**src/rtl/sfifo_pkg.sv**
```systemverilog
package sfifo_pkg;

  // Phase of one strobe side: idle, pulse accepted, pulse blocked, blocked pulse already served
  typedef enum logic [1:0] {
    PH_IDLE  = 2'd0,
    PH_HELD  = 2'd1,
    PH_WAIT  = 2'd2,
    PH_SPENT = 2'd3
  } phase_e;

endpackage

```
**src/rtl/sfifo_edge.sv**
```systemverilog
module sfifo_edge #(
  parameter int N = 2
) (
  input  logic         clk,
  input  logic         rst_n,
  input  logic [N-1:0] strb,
  output logic [N-1:0] rise,
  output logic [N-1:0] fall
);

  logic [N-1:0] prev_q;

  generate
    for (genvar g = 0; g < N; g++) begin : g_det
      always_ff @(posedge clk or negedge rst_n) begin
        if (!rst_n) prev_q[g] <= 1'b0;
        else        prev_q[g] <= strb[g];
      end
      assign rise[g] = strb[g] & ~prev_q[g];
      assign fall[g] = ~strb[g] & prev_q[g];
    end
  endgenerate

endmodule

```
**src/rtl/sfifo_store.sv**
```systemverilog
module sfifo_store #(
  parameter int DEPTH = 64,
  parameter int WIDTH = 9
) (
  input  logic             clk,
  input  logic             rst_n,
  input  logic             wr_commit,
  input  logic             rd_commit,
  input  logic [WIDTH-1:0] wdata,
  output logic [WIDTH-1:0] head_nxt
);

  localparam int AW = $clog2(DEPTH);

  logic [WIDTH-1:0] mem [DEPTH];
  logic [AW-1:0]    wr_ptr_q, wr_ptr_d;
  logic [AW-1:0]    rd_ptr_q, rd_ptr_d;

  always_comb begin
    wr_ptr_d = wr_commit ? wr_ptr_q + AW'(1) : wr_ptr_q;
    rd_ptr_d = rd_commit ? rd_ptr_q + AW'(1) : rd_ptr_q;
    // bypass the word being written when it becomes the new head
    if (wr_commit && (wr_ptr_q == rd_ptr_d)) head_nxt = wdata;
    else                                     head_nxt = mem[rd_ptr_d];
  end

  always_ff @(posedge clk or negedge rst_n) begin
    if (!rst_n) begin
      wr_ptr_q <= '0;
      rd_ptr_q <= '0;
    end else begin
      wr_ptr_q <= wr_ptr_d;
      rd_ptr_q <= rd_ptr_d;
    end
  end

  always_ff @(posedge clk) begin
    if (wr_commit) mem[wr_ptr_q] <= wdata;
  end

endmodule

```
**src/rtl/sfifo_ctrl.sv**
```systemverilog
module sfifo_ctrl
  import sfifo_pkg::*;
#(
  parameter int DEPTH = 64,
  parameter int WIDTH = 9
) (
  input  logic             clk,
  input  logic             rst_n,
  input  logic             si_rise,
  input  logic             si_fall,
  input  logic             so_rise,
  input  logic             so_fall,
  input  logic [WIDTH-1:0] wr_data,
  input  logic [WIDTH-1:0] head_nxt,
  output logic             wr_commit,
  output logic             rd_commit,
  output logic [WIDTH-1:0] wdata,
  output logic [WIDTH-1:0] dout_q,
  output logic             in_rdy,
  output logic             out_rdy,
  output logic             lvl_mid,
  output logic             lvl_top
);

  localparam int             AW     = $clog2(DEPTH);
  localparam int             CW     = AW + 1;
  localparam logic [CW-1:0]  FULL_C = CW'(DEPTH);
  localparam logic [CW-1:0]  HALF_C = CW'(DEPTH / 2);

  phase_e           in_q, in_d;
  phase_e           out_q, out_d;
  logic [CW-1:0]    cnt_q, cnt_d;
  logic             top_q, top_d;
  logic [WIDTH-1:0] hold_q;
  logic [WIDTH-1:0] dout_d;
  logic             hold_en, direct_sel, set_top, clr_top;
  logic [CW-1:0]    cnt_pend;

  // input side
  always_comb begin
    in_d       = in_q;
    wr_commit  = 1'b0;
    hold_en    = 1'b0;
    direct_sel = 1'b0;
    set_top    = 1'b0;
    unique case (in_q)
      PH_IDLE: if (si_rise) begin
        if (cnt_q != FULL_C) begin
          in_d    = PH_HELD;
          hold_en = 1'b1;
          set_top = (cnt_q >= HALF_C);
        end else begin
          in_d    = PH_WAIT;
        end
      end
      PH_HELD: if (si_fall) begin
        wr_commit = 1'b1;
        in_d      = PH_IDLE;
      end
      PH_WAIT: begin
        if (si_fall) begin
          in_d = PH_IDLE;
        end else if (cnt_q != FULL_C) begin
          wr_commit  = 1'b1;
          direct_sel = 1'b1;
          set_top    = (cnt_q >= HALF_C);
          in_d       = PH_SPENT;
        end
      end
      PH_SPENT: if (si_fall) in_d = PH_IDLE;
      default: in_d = PH_IDLE;
    endcase
  end

  // output side
  always_comb begin
    out_d     = out_q;
    rd_commit = 1'b0;
    clr_top   = 1'b0;
    unique case (out_q)
      PH_IDLE: if (so_rise) begin
        if (cnt_q != '0) begin
          out_d   = PH_HELD;
          clr_top = (cnt_q <= HALF_C);
        end else begin
          out_d   = PH_WAIT;
        end
      end
      PH_HELD: if (so_fall) begin
        rd_commit = 1'b1;
        out_d     = PH_IDLE;
      end
      PH_WAIT: begin
        if (so_fall) begin
          out_d = PH_IDLE;
        end else if (cnt_q != '0) begin
          rd_commit = 1'b1;
          clr_top   = (cnt_q <= HALF_C);
          out_d     = PH_SPENT;
        end
      end
      PH_SPENT: if (so_fall) out_d = PH_IDLE;
      default: out_d = PH_IDLE;
    endcase
  end

  // shared state
  always_comb begin
    wdata  = direct_sel ? wr_data : hold_q;
    cnt_d  = cnt_q + CW'(wr_commit) - CW'(rd_commit);
    top_d  = set_top ? 1'b1 : (clr_top ? 1'b0 : top_q);
    dout_d = (cnt_d != '0) ? head_nxt : dout_q;
  end

  always_ff @(posedge clk or negedge rst_n) begin
    if (!rst_n) begin
      in_q   <= PH_IDLE;
      out_q  <= PH_IDLE;
      cnt_q  <= '0;
      top_q  <= 1'b0;
      dout_q <= '0;
    end else begin
      in_q   <= in_d;
      out_q  <= out_d;
      cnt_q  <= cnt_d;
      top_q  <= top_d;
      dout_q <= dout_d;
    end
  end

  always_ff @(posedge clk or negedge rst_n) begin
    if (!rst_n)       hold_q <= '0;
    else if (hold_en) hold_q <= wr_data;
  end

  assign cnt_pend = cnt_q + CW'(in_q == PH_HELD);
  assign in_rdy   = ((in_q == PH_IDLE) || (in_q == PH_WAIT)) && (cnt_q != FULL_C);
  assign out_rdy  = ((out_q == PH_IDLE) || (out_q == PH_WAIT)) && (cnt_q != '0);
  assign lvl_mid  = (cnt_q != '0) && (cnt_pend != FULL_C);
  assign lvl_top  = top_q;

endmodule

```
**src/rtl/strobe_fifo.sv**
```systemverilog
module strobe_fifo #(
  parameter int DEPTH = 64,
  parameter int WIDTH = 9
) (
  input  logic             clk,
  input  logic             rst_n,
  input  logic [WIDTH-1:0] wr_data,
  input  logic             shift_in,
  input  logic             shift_out,
  input  logic             out_en_n,
  output logic [WIDTH-1:0] rd_data,
  output logic             rd_drive,
  output logic             in_rdy,
  output logic             out_rdy,
  output logic             lvl_mid,
  output logic             lvl_top
);

  localparam int NSTRB = 2;

  logic             rst_meta, rst_sync_n;
  logic [NSTRB-1:0] rise, fall;
  logic             wr_commit, rd_commit;
  logic [WIDTH-1:0] wdata, head_nxt, dout_q;

  // asynchronous assertion, synchronous release
  always_ff @(posedge clk or negedge rst_n) begin
    if (!rst_n) begin
      rst_meta   <= 1'b0;
      rst_sync_n <= 1'b0;
    end else begin
      rst_meta   <= 1'b1;
      rst_sync_n <= rst_meta;
    end
  end

  sfifo_edge #(.N(NSTRB)) edge_i (
    .clk   (clk),
    .rst_n (rst_sync_n),
    .strb  ({shift_out, shift_in}),
    .rise  (rise),
    .fall  (fall)
  );

  sfifo_ctrl #(.DEPTH(DEPTH), .WIDTH(WIDTH)) ctrl_i (
    .clk       (clk),
    .rst_n     (rst_sync_n),
    .si_rise   (rise[0]),
    .si_fall   (fall[0]),
    .so_rise   (rise[1]),
    .so_fall   (fall[1]),
    .wr_data   (wr_data),
    .head_nxt  (head_nxt),
    .wr_commit (wr_commit),
    .rd_commit (rd_commit),
    .wdata     (wdata),
    .dout_q    (dout_q),
    .in_rdy    (in_rdy),
    .out_rdy   (out_rdy),
    .lvl_mid   (lvl_mid),
    .lvl_top   (lvl_top)
  );

  sfifo_store #(.DEPTH(DEPTH), .WIDTH(WIDTH)) store_i (
    .clk       (clk),
    .rst_n     (rst_sync_n),
    .wr_commit (wr_commit),
    .rd_commit (rd_commit),
    .wdata     (wdata),
    .head_nxt  (head_nxt)
  );

  assign rd_drive = ~out_en_n;
  assign rd_data  = out_en_n ? '0 : dout_q;

endmodule

```
**config.mk**
```make
export PLATFORM = sky130hd
export DESIGN_NAME = strobe_fifo
export DESIGN_NICKNAME = d
export VERILOG_FILES = /design/src/rtl/sfifo_pkg.sv /design/src/rtl/sfifo_edge.sv /design/src/rtl/sfifo_store.sv /design/src/rtl/sfifo_ctrl.sv /design/src/rtl/strobe_fifo.sv
export SDC_FILE = /design/constraint.sdc
export NUM_CORES = 1
export LEC_CHECK = 0
export ABC_AREA = 1
export CORE_MARGIN = 2
export CORE_UTILIZATION = 53
export CTS_BUF_LIST = sky130_fd_sc_hd__clkbuf_8
export CTS_CLUSTER_DIAMETER = 200
export DETAILED_ROUTE_END_ITERATION = 10
export GPL_TIMING_DRIVEN = 0
export PLACE_DENSITY = 0.71
export REMOVE_ABC_BUFFERS = 1
export SKIP_LAST_GASP = 1
export SLEW_MARGIN = 20
export SYNTH_ARGS = -nofsm -noshare
export SYNTH_HDL_FRONTEND = slang
export SYNTH_SLANG_ARGS = --single-unit
export TNS_END_PERCENT = 1
```
**constraint.sdc**
```tcl
create_clock -name clk -period 3.33 [get_ports clk]
set_input_delay 0.666 -clock clk [delete_from_list [all_inputs] [get_ports clk]]
set_output_delay 0.666 -clock clk [all_outputs]
set_load 0.01 [all_outputs]
```
==> results.py <==
metrics = {
    "synthesis": {
        "synth.distinct_cells": 48,
        "synth_compound_area_frac": 0.0137,
        "async_flop_share": 0.0740,
        "synth_area_leader_cell": "edfxtp_1",
        "ys_seq_area_frac": 0.653,
        "synth_xor_area_frac": 0.00429,
        "netlist_area_um2": 28300,
        "synth_edf_count": 576,
        "synthAdderAreaFrac": 0.0127,
        "synth_top_area_share": 0.612,
        "synth_seq_cells": 622,
        "synthSimpleGateAreaFrac": 0.241,
        "ys.flop_type": "edfxtp_1",
        "synthCells": 2653,
        "synth_area_leaders": "edfxtp_1, nand3_1, nand2_1, nand3b_1, inv_1",
        "syn_avg_cell_area_um2": 10.7,
        "synth_top_family_by_area": "simple AND/OR/NAND/NOR gates",
        "synthMuxAreaShare": 0,
        "synth_common_cells": "nand3_1, edfxtp_1, nand2_1",
        "yosysMostFrequentCell": "nand3_1",
        "ys_warn_count": 0,
    },
    "cells_and_area": {
        "fill_cells": 3910,
        "drive_gt1_frac": 0.111,
        "antenna_cells": 0,
        "register_area_um2": 18400,
        "multi_input_area_um2": 8240,
        "nets": 2782,
        "synthToLayoutAreaGrowth_pct": 16.4,
        "final_area_um2": 32900,
    },
    "die": {
        "rows": 84,
        "die_h_um": 235,
        "initial_utilization": 0.537,
        "ios": 28,
        "die_x_um": 235,
        "die_area_um2": 55200,
        "core_um2": 52700,
    },
    "global_route": {
        "antenna_found_initial": 1,
        "grt_pass1_vias": 19863,
        "grt_remaining_overflow": 0,
        "grt_max_degree": 113,
        "grt_first_pass_wirelength_mm": 112,
        "grt_use_total": 0.262,
    },
    "timing": {
        "finClkSkew_ps": 28.1,
        "fmaxAchievable_mhz": 273,
        "setup_violations": 239,
        "slew_headroom": 0.301,
        "grt_setup_unrepaired": "yes",
        "maxSlewViolCount": 0,
        "hold_violations": 0,
        "finalCritPeriodShare": 1.10,
        "fin_crit_ps": 3660,
        "final.setup.tns_ps": -14700,
        "worst_slew_pin_slew_ps": 1040,
        "finalWorstSetupSlack_ps": -330,
    },
    "power": {
        "p_per_area_nw_per_um2": 1000,
        "leakagePower_nw": 13.2,
        "ir_drop_mv": 0.769,
    },
    "outcome": {
        "failed_checks": "setup timing",
        "status": "finished, violations left",
    },
    "clock_network": {
        "cts.hold.buffers_added": 0,
        "cts_buffers": 98,
        "clock-root-buffer": "clkbuf_8",
        "clk_pin_slew_ps": 60,
        "cts.sinks": 622,
        "htreeDepth": 3,
        "insertion_delay_ps": 700,
        "clock_path_buffers": 3,
        "cts_tree": "done",
    },
    "drt": {
        "drt-initial-drc-count": 2555,
        "dr.pass1.iters": 6,
        "vias": 20552,
        "wl_per_cell_um": 22.5,
        "routed_via_density": 5.86,
        "wirelength_mm": 78.8,
        "antenna_left": 0,
        "post-route-drc-count": 0,
    },
    "critical_path": {
        "cp.required_ps": 3920,
        "endpoint_kind": "flop",
        "startpoint_type": "flop",
        "critPathKind": "flop to flop",
        "crit_arrival_ps": 4250,
        "critPathMaxFanout": 6,
    },
    "flow_run": {
        "drv_cap": 0,
    },
    "place": {
        "dpl.hpwl_mm": 42.2,
        "placed_area_um2": 29800,
        "routabilityCongestion": 0.826,
        "pre_cts_slack_ps": -2190,
        "port_buffers": 27,
    },
    "worst_hold_path": {
        "holdCritPathClass": "input port to asynchronous set/reset pin",
    },
}
==> area by class of cell <==
type	count	share of cell area
inverter	364	0.0435
timing repair buffer	131	0.0650
clock inverter	76	0.0103
sequential	622	0.561
multi-input combinational	1521	0.250
tap	688	0.0262
clock buffer	104	0.0435
timing repair inverter	2	0.000570
==> critical path, cell delays in order, from the launching register on <==
cell	delay [ps]
dfrtp_1	400
inv_2	100
ha_4	150
inv_4	50
nor2_4	90
nand3_2	80
nand2_2	100
nand2_4	90
nand2_8	100
inv_8	40
ha_4	250
inv_2	40
ha_4	150
fa_2	400
a21oi_2	180
o21bai_2	100
a21oi_1	140
nor2_1	70
nor2_2	120
xor2_2	110
nor4_4	300
buf_4	210
clkbuf_16	140
nor2_1	40
nand2_1	60
nand2_1	50
==> cell usage in the layout, fill, tap and decap left out, types with 8 or more instances in the layout <==
cell type,instances
edfxtp_1,576
nand3_1,572
nand2_1,496
inv_1,395
nand3b_1,180
nor2_1,105
clkbuf_8,104
dfrtp_1,45
buf_4,45
buf_16,36
clkdlybuf4s50_1,26
clkinv_1,21
o21ai_0,20
ha_1,20
a21oi_1,11
clkbuf_16,11
o21ai_4,10
nand2_4,9
xor2_1,9
o211ai_1,9
inv_2,8
nand3_2,8
nand4_1,8
==> final timing paths <==
| path | from | to | slack, ps | depth (start not counted) |
|---|---|---|---|---|
| max in group asynchronous | rst_sync_n | store_i.rd_ptr_q[2] | 2630 | 1 |
| min reg2reg | rst_sync_n | ctrl_i.hold_q[8] | 190 | 0 |
| max | ctrl_i.cnt_q[5] | ctrl_i.dout_q[6] | -330 | 25 |
| min | rst_n | rst_meta | 150 | 1 |
| max reg2reg | ctrl_i.cnt_q[5] | ctrl_i.dout_q[6] | -330 | 25 |
| min in group clk | rst_meta | rst_sync_n | 360 | 0 |
==> layer usage <==
layer  GRT usage  vias up  part of all wire
met4       0.122        2             0.040
met2       0.432     1257              0.48
met1       0.338     9844              0.38
met3      0.0488      219              0.10
li1            -     9230                 -
met5           0        -           0.00015
==> what timing repair did <==
item,in CTS,in global routing
buffers inserted,19,29
hold endpoints to repair,0,0
gates resized for setup,26,63
pin swaps,11,33
endpoints found under the setup margin,586,507
cloned,12,16
==> cell families after synthesis <==
| logic type | after synthesis |
|---|---|
| XOR/XNOR | 13 |
| adder cells (fa/ha/maj) | 28 |
| AND/OR/NAND/NOR | 1405 |
| AO/OA/AOI/OAI | 64 |
| other | 1 |
| flip-flops | 622 |
| buffers and inverters | 520 |
==> registers in the layout (all words and copies together), names as in the netlist, 2 cells and up <==
register / flops
ctrl_i.cnt_q: 7
ctrl_i.dout_q: 9
ctrl_i.hold_q: 9
ctrl_i.in_q: 2
ctrl_i.out_q: 2
edge_i.prev_q: 2
store_i.mem: 576
store_i.rd_ptr_q: 6
store_i.wr_ptr_q: 6
==> stage by stage <==
stage / util / hold WS [ps] / power (mW) / cells
floorplan: - / 331 / 18.6 / 2497
global placement: 0.544 / 337 / 21.9 / 3212
detailed placement: 0.567 / 200 / 24.3 / 3253
CTS: 0.610 / 117 / 31.1 / 3464
global route: 0.625 / 150 / 34.5 / 3508
finish: 0.625 / 151 / 33.0 / 3508
==> report_power, final <==
| part | switching, mW | internal, mW | leakage, nW | total [mW] |
|---|---|---|---|---|
| clock | 2.98 | 2.95 | 1.07 | 5.93 |
| combinational | 11.2 | 5.68 | 6.39 | 16.9 |
| sequential | 0.298 | 9.86 | 5.77 | 10.2 |
| total | 14.5 | 18.5 | 13.2 | 33.0 |
(Power assumes the default switching activity.)
